<file path="config.mk">
export PLATFORM = sky130hd
export DESIGN_NAME = dispctl_top
export DESIGN_NICKNAME = d
export VERILOG_FILES = /design/src/rtl/dispctl_pkg.sv /design/src/rtl/dispctl_rst_sync.sv /design/src/rtl/dispctl_cmd_dec.sv /design/src/rtl/dispctl_addr_gen.sv /design/src/rtl/dispctl_top.sv
export SDC_FILE = /design/constraint.sdc
export NUM_CORES = 1
export LEC_CHECK = 0
export ABC_AREA = 1
export ABC_CLOCK_PERIOD_IN_PS = 3600
export CORE_AREA = 2 2 69 71
export DETAILED_ROUTE_END_ITERATION = 12
export DIE_AREA = 0 0 71 73
export PLACE_DENSITY = 0.84
export SKIP_LAST_GASP = 1
export SYNTH_ARGS = -nofsm -noshare
export SYNTH_HDL_FRONTEND = slang
export SYNTH_SLANG_ARGS = --single-unit
</file>
<file path="constraint.sdc">
create_clock -name clk -period 3.6 [get_ports clk]
set_input_delay 0.9 -clock clk [delete_from_list [all_inputs] [get_ports clk]]
set_output_delay 0.9 -clock clk [all_outputs]
set_load 0.01 [all_outputs]
</file>
<file path="src/rtl/dispctl_pkg.sv">
package dispctl_pkg;

  typedef enum logic [3:0] {
    OP_NONE,
    OP_COL_LO,
    OP_COL_HI,
    OP_PUMP_V,
    OP_START,
    OP_CT_ARM,
    OP_CT_VAL,
    OP_PUMP_OFF,
    OP_PUMP_ON,
    OP_MIRROR_OFF,
    OP_MIRROR_ON,
    OP_DISP_OFF,
    OP_DISP_ON,
    OP_PAGE,
    OP_SCAN_NORM,
    OP_SCAN_REV
  } op_e;

  // Classify one command byte; an armed contrast load captures any byte.
  function automatic op_e classify(input logic [7:0] b, input logic armed);
    op_e k;
    if (armed) begin
      k = OP_CT_VAL;
    end else begin
      casez (b)
        8'b0000_????: k = OP_COL_LO;
        8'b0001_????: k = OP_COL_HI;
        8'b0011_00??: k = OP_PUMP_V;
        8'b01??_????: k = OP_START;
        8'h81:        k = OP_CT_ARM;
        8'h8A:        k = OP_PUMP_OFF;
        8'h8B:        k = OP_PUMP_ON;
        8'hA0:        k = OP_MIRROR_OFF;
        8'hA1:        k = OP_MIRROR_ON;
        8'hAE:        k = OP_DISP_OFF;
        8'hAF:        k = OP_DISP_ON;
        8'b1011_0???: k = OP_PAGE;
        8'hC0:        k = OP_SCAN_NORM;
        8'hC8:        k = OP_SCAN_REV;
        default:      k = OP_NONE;
      endcase
    end
    return k;
  endfunction

endpackage

</file>
<file path="src/rtl/dispctl_rst_sync.sv">
module dispctl_rst_sync #(
  parameter int STAGES = 2
) (
  input  logic clk,
  input  logic rst_n,
  output logic rst_sync_n
);
  logic [STAGES-1:0] chain_q;

  always_ff @(posedge clk or negedge rst_n) begin
    if (!rst_n) chain_q <= '0;
    else        chain_q <= {chain_q[STAGES-2:0], 1'b1};
  end

  assign rst_sync_n = chain_q[STAGES-1];
endmodule

</file>
<file path="src/rtl/dispctl_cmd_dec.sv">
module dispctl_cmd_dec
  import dispctl_pkg::*;
#(
  parameter int          LINE_W   = 6,
  parameter int          CT_W     = 8,
  parameter int          PUMP_W   = 2,
  parameter logic [7:0]  CT_RST   = 8'h80,
  parameter int          PUMP_RST = 2
) (
  input  logic              clk,
  input  logic              rst_n,
  input  logic              cmd_valid,
  input  logic [7:0]        cmd_byte,
  output op_e               op,
  output logic              armed,
  output logic              disp_on,
  output logic              scan_rev,
  output logic              mirror,
  output logic              pump_en,
  output logic [PUMP_W-1:0] pump_code,
  output logic [LINE_W-1:0] start_line,
  output logic [CT_W-1:0]   contrast
);
  localparam logic [PUMP_W-1:0] PUMP_DEF = PUMP_W'(PUMP_RST);
  localparam logic [CT_W-1:0]   CT_DEF   = CT_W'(CT_RST);

  logic              armed_q, armed_d;
  logic              disp_q, disp_d;
  logic              scan_q, scan_d;
  logic              mirror_q, mirror_d;
  logic              pen_q, pen_d;
  logic [PUMP_W-1:0] pcode_q, pcode_d;
  logic [LINE_W-1:0] line_q, line_d;
  logic [CT_W-1:0]   ct_q, ct_d;

  always_comb begin
    op = cmd_valid ? classify(cmd_byte, armed_q) : OP_NONE;
  end

  always_comb begin
    armed_d  = armed_q;
    disp_d   = disp_q;
    scan_d   = scan_q;
    mirror_d = mirror_q;
    pen_d    = pen_q;
    pcode_d  = pcode_q;
    line_d   = line_q;
    ct_d     = ct_q;
    case (op)
      OP_CT_ARM:     armed_d  = 1'b1;
      OP_CT_VAL: begin
        armed_d = 1'b0;
        ct_d    = cmd_byte[CT_W-1:0];
      end
      OP_PUMP_V:     pcode_d  = cmd_byte[PUMP_W-1:0];
      OP_START:      line_d   = cmd_byte[LINE_W-1:0];
      OP_PUMP_OFF:   pen_d    = 1'b0;
      OP_PUMP_ON:    pen_d    = 1'b1;
      OP_MIRROR_OFF: mirror_d = 1'b0;
      OP_MIRROR_ON:  mirror_d = 1'b1;
      OP_DISP_OFF:   disp_d   = 1'b0;
      OP_DISP_ON:    disp_d   = 1'b1;
      OP_SCAN_NORM:  scan_d   = 1'b0;
      OP_SCAN_REV:   scan_d   = 1'b1;
      default: ;
    endcase
  end

  always_ff @(posedge clk or negedge rst_n) begin
    if (!rst_n) begin
      armed_q  <= 1'b0;
      disp_q   <= 1'b0;
      scan_q   <= 1'b0;
      mirror_q <= 1'b0;
      pen_q    <= 1'b1;
      pcode_q  <= PUMP_DEF;
      line_q   <= '0;
      ct_q     <= CT_DEF;
    end else if (cmd_valid) begin
      armed_q  <= armed_d;
      disp_q   <= disp_d;
      scan_q   <= scan_d;
      mirror_q <= mirror_d;
      pen_q    <= pen_d;
      pcode_q  <= pcode_d;
      line_q   <= line_d;
      ct_q     <= ct_d;
    end
  end

  assign armed      = armed_q;
  assign disp_on    = disp_q;
  assign scan_rev   = scan_q;
  assign mirror     = mirror_q;
  assign pump_en    = pen_q;
  assign pump_code  = pcode_q;
  assign start_line = line_q;
  assign contrast   = ct_q;
endmodule

</file>
<file path="src/rtl/dispctl_addr_gen.sv">
module dispctl_addr_gen
  import dispctl_pkg::*;
#(
  parameter int COL_LAST   = 131,
  parameter int PAGE_W     = 3,
  parameter bit HAS_MIRROR = 1'b1,
  localparam int COL_W     = $clog2(COL_LAST + 1),
  localparam int NIB       = COL_W / 2
) (
  input  logic              clk,
  input  logic              rst_n,
  input  op_e               op,
  input  logic [7:0]        cmd_byte,
  input  logic              data_valid,
  input  logic              mirror,
  output logic [COL_W-1:0]  col,
  output logic [PAGE_W-1:0] page,
  output logic              ram_we,
  output logic [PAGE_W-1:0] ram_page,
  output logic [COL_W-1:0]  ram_seg
);
  localparam logic [COL_W-1:0] LAST_C = COL_W'(COL_LAST);

  logic [COL_W-1:0]  col_q, col_d;
  logic [PAGE_W-1:0] page_q, page_d;
  logic              we_q, we_d;
  logic [PAGE_W-1:0] wpage_q, wpage_d;
  logic [COL_W-1:0]  wseg_q, wseg_d;
  logic [COL_W-1:0]  seg_map;
  logic              in_range;
  logic              upd_en;

  generate
    if (HAS_MIRROR) begin : g_mirror
      assign seg_map = mirror ? (LAST_C - col_q) : col_q;
    end else begin : g_plain
      assign seg_map = col_q;
    end
  endgenerate

  assign in_range = (col_q <= LAST_C);
  assign upd_en   = data_valid || (op != OP_NONE) || we_q;

  always_comb begin
    col_d   = col_q;
    page_d  = page_q;
    we_d    = 1'b0;
    wpage_d = wpage_q;
    wseg_d  = wseg_q;
    case (op)
      OP_COL_LO: col_d  = {col_q[COL_W-1:NIB], cmd_byte[NIB-1:0]};
      OP_COL_HI: col_d  = {cmd_byte[COL_W-NIB-1:0], col_q[NIB-1:0]};
      OP_PAGE:   page_d = cmd_byte[PAGE_W-1:0];
      default: ;
    endcase
    if (data_valid && in_range) begin
      we_d    = 1'b1;
      wpage_d = page_q;
      wseg_d  = seg_map;
      if (col_q < LAST_C) col_d = col_q + 1'b1;
    end
  end

  always_ff @(posedge clk or negedge rst_n) begin
    if (!rst_n) begin
      col_q   <= '0;
      page_q  <= '0;
      we_q    <= 1'b0;
      wpage_q <= '0;
      wseg_q  <= '0;
    end else if (upd_en) begin
      col_q   <= col_d;
      page_q  <= page_d;
      we_q    <= we_d;
      wpage_q <= wpage_d;
      wseg_q  <= wseg_d;
    end
  end

  assign col      = col_q;
  assign page     = page_q;
  assign ram_we   = we_q;
  assign ram_page = wpage_q;
  assign ram_seg  = wseg_q;
endmodule

</file>
<file path="src/rtl/dispctl_top.sv">
module dispctl_top
  import dispctl_pkg::*;
#(
  parameter int COL_LAST = 131,
  parameter int PAGE_W   = 3,
  parameter int LINE_W   = 6,
  parameter int CT_W     = 8,
  parameter int PUMP_W   = 2,
  localparam int COL_W   = $clog2(COL_LAST + 1)
) (
  input  logic              clk,
  input  logic              rst_n,
  input  logic              cmd_valid,
  input  logic [7:0]        cmd_byte,
  input  logic              data_valid,
  output logic              disp_on,
  output logic              scan_rev,
  output logic              pump_en,
  output logic [PUMP_W-1:0] pump_code,
  output logic [LINE_W-1:0] start_line,
  output logic [CT_W-1:0]   contrast,
  output logic              ram_we,
  output logic [PAGE_W-1:0] ram_page,
  output logic [COL_W-1:0]  ram_seg
);
  logic              rst_sync_n;
  op_e               op;
  logic              armed;
  logic              mirror;
  logic [COL_W-1:0]  col_cur;
  logic [PAGE_W-1:0] page_cur;

  dispctl_rst_sync #(.STAGES(2)) u_rst (
    .clk        (clk),
    .rst_n      (rst_n),
    .rst_sync_n (rst_sync_n)
  );

  dispctl_cmd_dec #(
    .LINE_W (LINE_W),
    .CT_W   (CT_W),
    .PUMP_W (PUMP_W)
  ) u_dec (
    .clk        (clk),
    .rst_n      (rst_sync_n),
    .cmd_valid  (cmd_valid),
    .cmd_byte   (cmd_byte),
    .op         (op),
    .armed      (armed),
    .disp_on    (disp_on),
    .scan_rev   (scan_rev),
    .mirror     (mirror),
    .pump_en    (pump_en),
    .pump_code  (pump_code),
    .start_line (start_line),
    .contrast   (contrast)
  );

  dispctl_addr_gen #(
    .COL_LAST (COL_LAST),
    .PAGE_W   (PAGE_W)
  ) u_addr (
    .clk        (clk),
    .rst_n      (rst_sync_n),
    .op         (op),
    .cmd_byte   (cmd_byte),
    .data_valid (data_valid),
    .mirror     (mirror),
    .col        (col_cur),
    .page       (page_cur),
    .ram_we     (ram_we),
    .ram_page   (ram_page),
    .ram_seg    (ram_seg)
  );
endmodule

</file>
==> impl_metrics.py <==
metrics = {
    "setup_path": {
        "cp_common_cell": "inv_2",
        "endpoint_kind": "flop",
        "worst_path_largest_cell_delay_ps": 560,
        "cp_num_buf_inv": 4,
        "path_depth": 15,
        "cp_data_arrival_time_ps": 2960,
        "worst_path_max_delay_cell": "clkdlybuf4s50_1",
        "r2r_cells": 11,
        "critPathTopFamily": "simple AND/OR/NAND/NOR gates",
        "cp-start-kind": "input pin",
        "path_cells": "clkdlybuf4s50_1 -> inv_2 -> nand2_2 -> nor2_1 -> nand2_1 -> nand2_1 -> nor2_2 -> nand2_2 -> nand2_4 -> inv_2 -> nor2_4 -> inv_2 -> nor2_4 -> nor2_1 -> a21oi_2",
        "crit_type": "in -> reg",
        "crit_fanout": 12,
        "critPathRequiredTime_ps": 3840,
    },
    "cts": {
        "path_clk_slew_ps": 90,
        "ctsResizeCount": 0,
        "tritoncts": "built",
        "clk_latency_ps": 300,
        "cts.sink_count": 46,
        "cts_hold_buf": 0,
        "htree_num_levels": 2,
        "cts_max_path_buffers": 2,
        "cts-buffers-inserted": 5,
        "clockRootBuffer": "clkbuf_8",
        "post_cts_buffers": 0,
    },
    "floorplanning": {
        "ios": 43,
        "die_w_um": 71,
        "dieArea_mm2": 0.00518,
        "initial_core_util_pct": 54.5,
        "die_h_um": 73,
        "fp-row-count": 25,
        "core_mm2": 0.00454,
    },
    "layout": {
        "diodes": 0,
        "final_layout_size_suffix_gt1_share_pct": 13.1,
        "fillCellCount": 384,
        "area_delta_synth_final_pct": 22.6,
        "stdcell_count": 406,
        "fin_nets": 366,
    },
    "grt": {
        "grt_pass1_wl_mm": 8.84,
        "grt_antenna_before_repair": 0,
        "track_usage_pct": 21.6,
        "grt_remaining_overflow": 0,
        "grt_pass1_vias": 2022,
        "grt_max_degree": 45,
    },
    "logic_synthesis": {
        "synth_xor_area_share_pct": 3.90,
        "yosys.area_share.simple_pct": 28.6,
        "syn-cell-area_mm2": 0.00247,
        "yosysUniqueCellTypes": 30,
        "synth_top_family_by_area": "simple AND/OR/NAND/NOR gates",
        "yosysSeqAreaShare_pct": 46.8,
        "synth_area_per_cell_um2": 8.02,
        "synth_top_area_cell": "dfrtp_1",
        "synth.area.mux_share_pct": 0,
        "ys_ff_latch": 46,
        "synth_fp_nets": 323,
        "synth.area.top_cells": "dfrtp_1, nand2_1, nor2_1, o21ai_0, nand3_1",
        "synth-compound-area-share_pct": 12.9,
        "yosysWarnings": 0,
        "synth.top_cell.area_share_pct": 43.6,
        "synth_adder_area_share_pct": 1.52,
        "synthCells": 308,
    },
    "routing": {
        "routed_wl_mm": 5.15,
        "route.detailed.wl_per_inst_um": 12.7,
        "first_pass_iters": 4,
        "drc": 0,
        "via_per_inst": 5.32,
        "vias": 2159,
        "antenna_left": 0,
        "met1_length_mm": 2.34,
        "drt-initial-drc-count": 138,
        "dr_wl_met2_mm": 2.45,
        "met3_length_um": 240,
        "routed.top_layer": "met4",
    },
    "timing": {
        "maxSlewViolCount": 0,
        "fin_worst_skew_ps": 8.28,
        "setup_viol": 0,
        "final-hold-violation-count": 0,
        "rsz0062_at_grt": "false",
        "fin_crit_sh_pct": 75.7,
        "finalSetupTns_ps": 0,
        "fin_crit_ps": 2720,
        "worst_slew_pin_slew_ps": 928,
        "slew_headroom_pct": 38.2,
        "fmax_mhz": 367,
    },
    "placement": {
        "place.gp.congestion": 0.930,
        "dp_cells": 398,
        "port_buffers": 42,
        "dp_hpwl_mm": 3.91,
    },
    "worst_hold_path": {
        "hold_path_depth": 0,
        "hold_path.class": "reg -> reg",
    },
    "pwr": {
        "power_frac_seq_pct": 40.9,
        "leakage_uw": 0.00143,
        "p_clk_share_pct": 17.2,
        "p_sw_share_pct": 36.1,
        "intPower_uw": 1410,
        "net-switching-power_uw": 794,
        "p_per_area_mw_per_mm2": 726,
        "peakVddDrop_v": 0.000383,
        "combPwrFrac_pct": 41.9,
    },
    "status": {
        "status": "finished clean",
    },
    "flow_run": {
        "drv_cap": 0,
    },
}
routing by layer:
metal / vias up / track usage (%)
li1: 1073 / -
met1: 1006 / 27.6
met2: 65 / 36.6
met3: 15 / 3.59
met4: 0 / 9.43
met5: - / 0
area by class of cell:
class	instances	area [um^2]	share of cell area, %
Clock buffer	5	68.8	2.27
Clock inverter	3	40.0	1.32
Sequential cell	46	1160	38.2
Multi-Input combinational cell	226	1160	38.4
Timing Repair Buffer	42	420	13.9
Tap cell	54	67.6	2.23
Inverter	30	113	3.72
placed cells by master (no fill, tap or decap), types with 9 or more instances in the layout:
cell type and instances:
a21oi_1 15, clkdlybuf4s50_1 42, dfrtp_1 42, inv_1 21
inv_2 9, nand2_1 61, nand3_1 16, nor2_1 44
nor3_1 9, o21ai_0 28, xor2_1 9
Yosys cell counts:
| master | instances |
|---|---|
| nor2_4 | 2 |
| nor2_8 | 1 |
| nand3_1 | 16 |
| nand3_4 | 1 |
| inv_2 | 9 |
| nand2_4 | 1 |
| dfstp_2 | 3 |
| buf_6 | 2 |
| dfrtp_1 | 43 |
| a21oi_2 | 6 |
| o21ai_1 | 5 |
| xor2_1 | 9 |
| or2_1 | 1 |
| inv_1 | 21 |
| a31oi_1 | 3 |
| conb_1 | 1 |
| nand2_1 | 61 |
| clkbuf_1 | 3 |
| nor2_2 | 6 |
| a21boi_1 | 1 |
| nor2_1 | 44 |
| nand4_1 | 3 |
| ha_1 | 3 |
| o21ai_0 | 28 |
| buf_2 | 1 |
| xnor2_1 | 2 |
| nand2_2 | 7 |
| nor3_1 | 9 |
| a21oi_1 | 15 |
| nand3_2 | 1 |
state kept, by name, indices dropped and copies added, names as in the netlist:
signal            flops
u_dec.scan_rev        1
u_addr.ram_we         1
u_rst.chain_q         2
u_dec.armed           1
u_dec.start_line      6
u_dec.mirror          1
u_addr.ram_seg        8
u_dec.contrast        8
u_addr.col            8
u_dec.pump_code       2
u_addr.ram_page       3
u_addr.page           3
u_dec.disp_on         1
u_dec.pump_en         1
logic make-up after synthesis:
family                     after synthesis
adders and majority gates                3
DFF                                     46
and+or+nand+nor                        153
other                                    1
AOI/OAI and AO/OA                       58
xor gates and xnor gates                11
buffers and inverters                   36
per-stage QoR:
step	worst slack (ps)	instance area, um^2	total power [uW]	utilization, %	hold WS (ps)
after global placement	637	2920	1810	64.4	338
final	875	3030	2200	66.8	364
after CTS	877	3030	2220	66.8	371
after detailed placement	565	2920	1840	64.4	342
after global routing	676	3030	2360	66.8	375
after floorplan	1420	2470	1400	-	331
final timing paths:
| kind | start | to | slack, ps |
|---|---|---|---|
| worst max-delay path | cmd_byte[1] | u_dec.start_line[2] | 880 |
| worst min-delay path | u_rst.chain_q[0] | u_rst.chain_q[1] | 360 |
| worst max register to register | u_addr.col[3] | u_addr.col[7] | 1080 |
| worst min register to register | u_rst.chain_q[0] | u_rst.chain_q[1] | 360 |
| max in group asynchronous | u_rst.chain_q[1] | u_addr.ram_we | 2600 |
| min in group asynchronous | u_rst.chain_q[1] | u_addr.ram_page[0] | 420 |
power groups by stage:
stage               combinational, uW  clock, uW  sequential [uW]
CTS                               932        385              900
detailed placement                928          0              908
finish                            922        379              898
floorplan                         447          0              953
global route                     1030        405              928
global placement                  904          0              902
worst reg2reg max path, stage by stage, from the launching register on:
cell and delay [ps]:
dfrtp_1 450, inv_1 150, ha_1 160, inv_1 50, nor3_1 280, a21oi_1 140, nor2_1 260, nand2_1 290
inv_1 280, o21ai_0 130, o21ai_0 170, a21oi_1 70
Power figures use the tool's default switching activity.
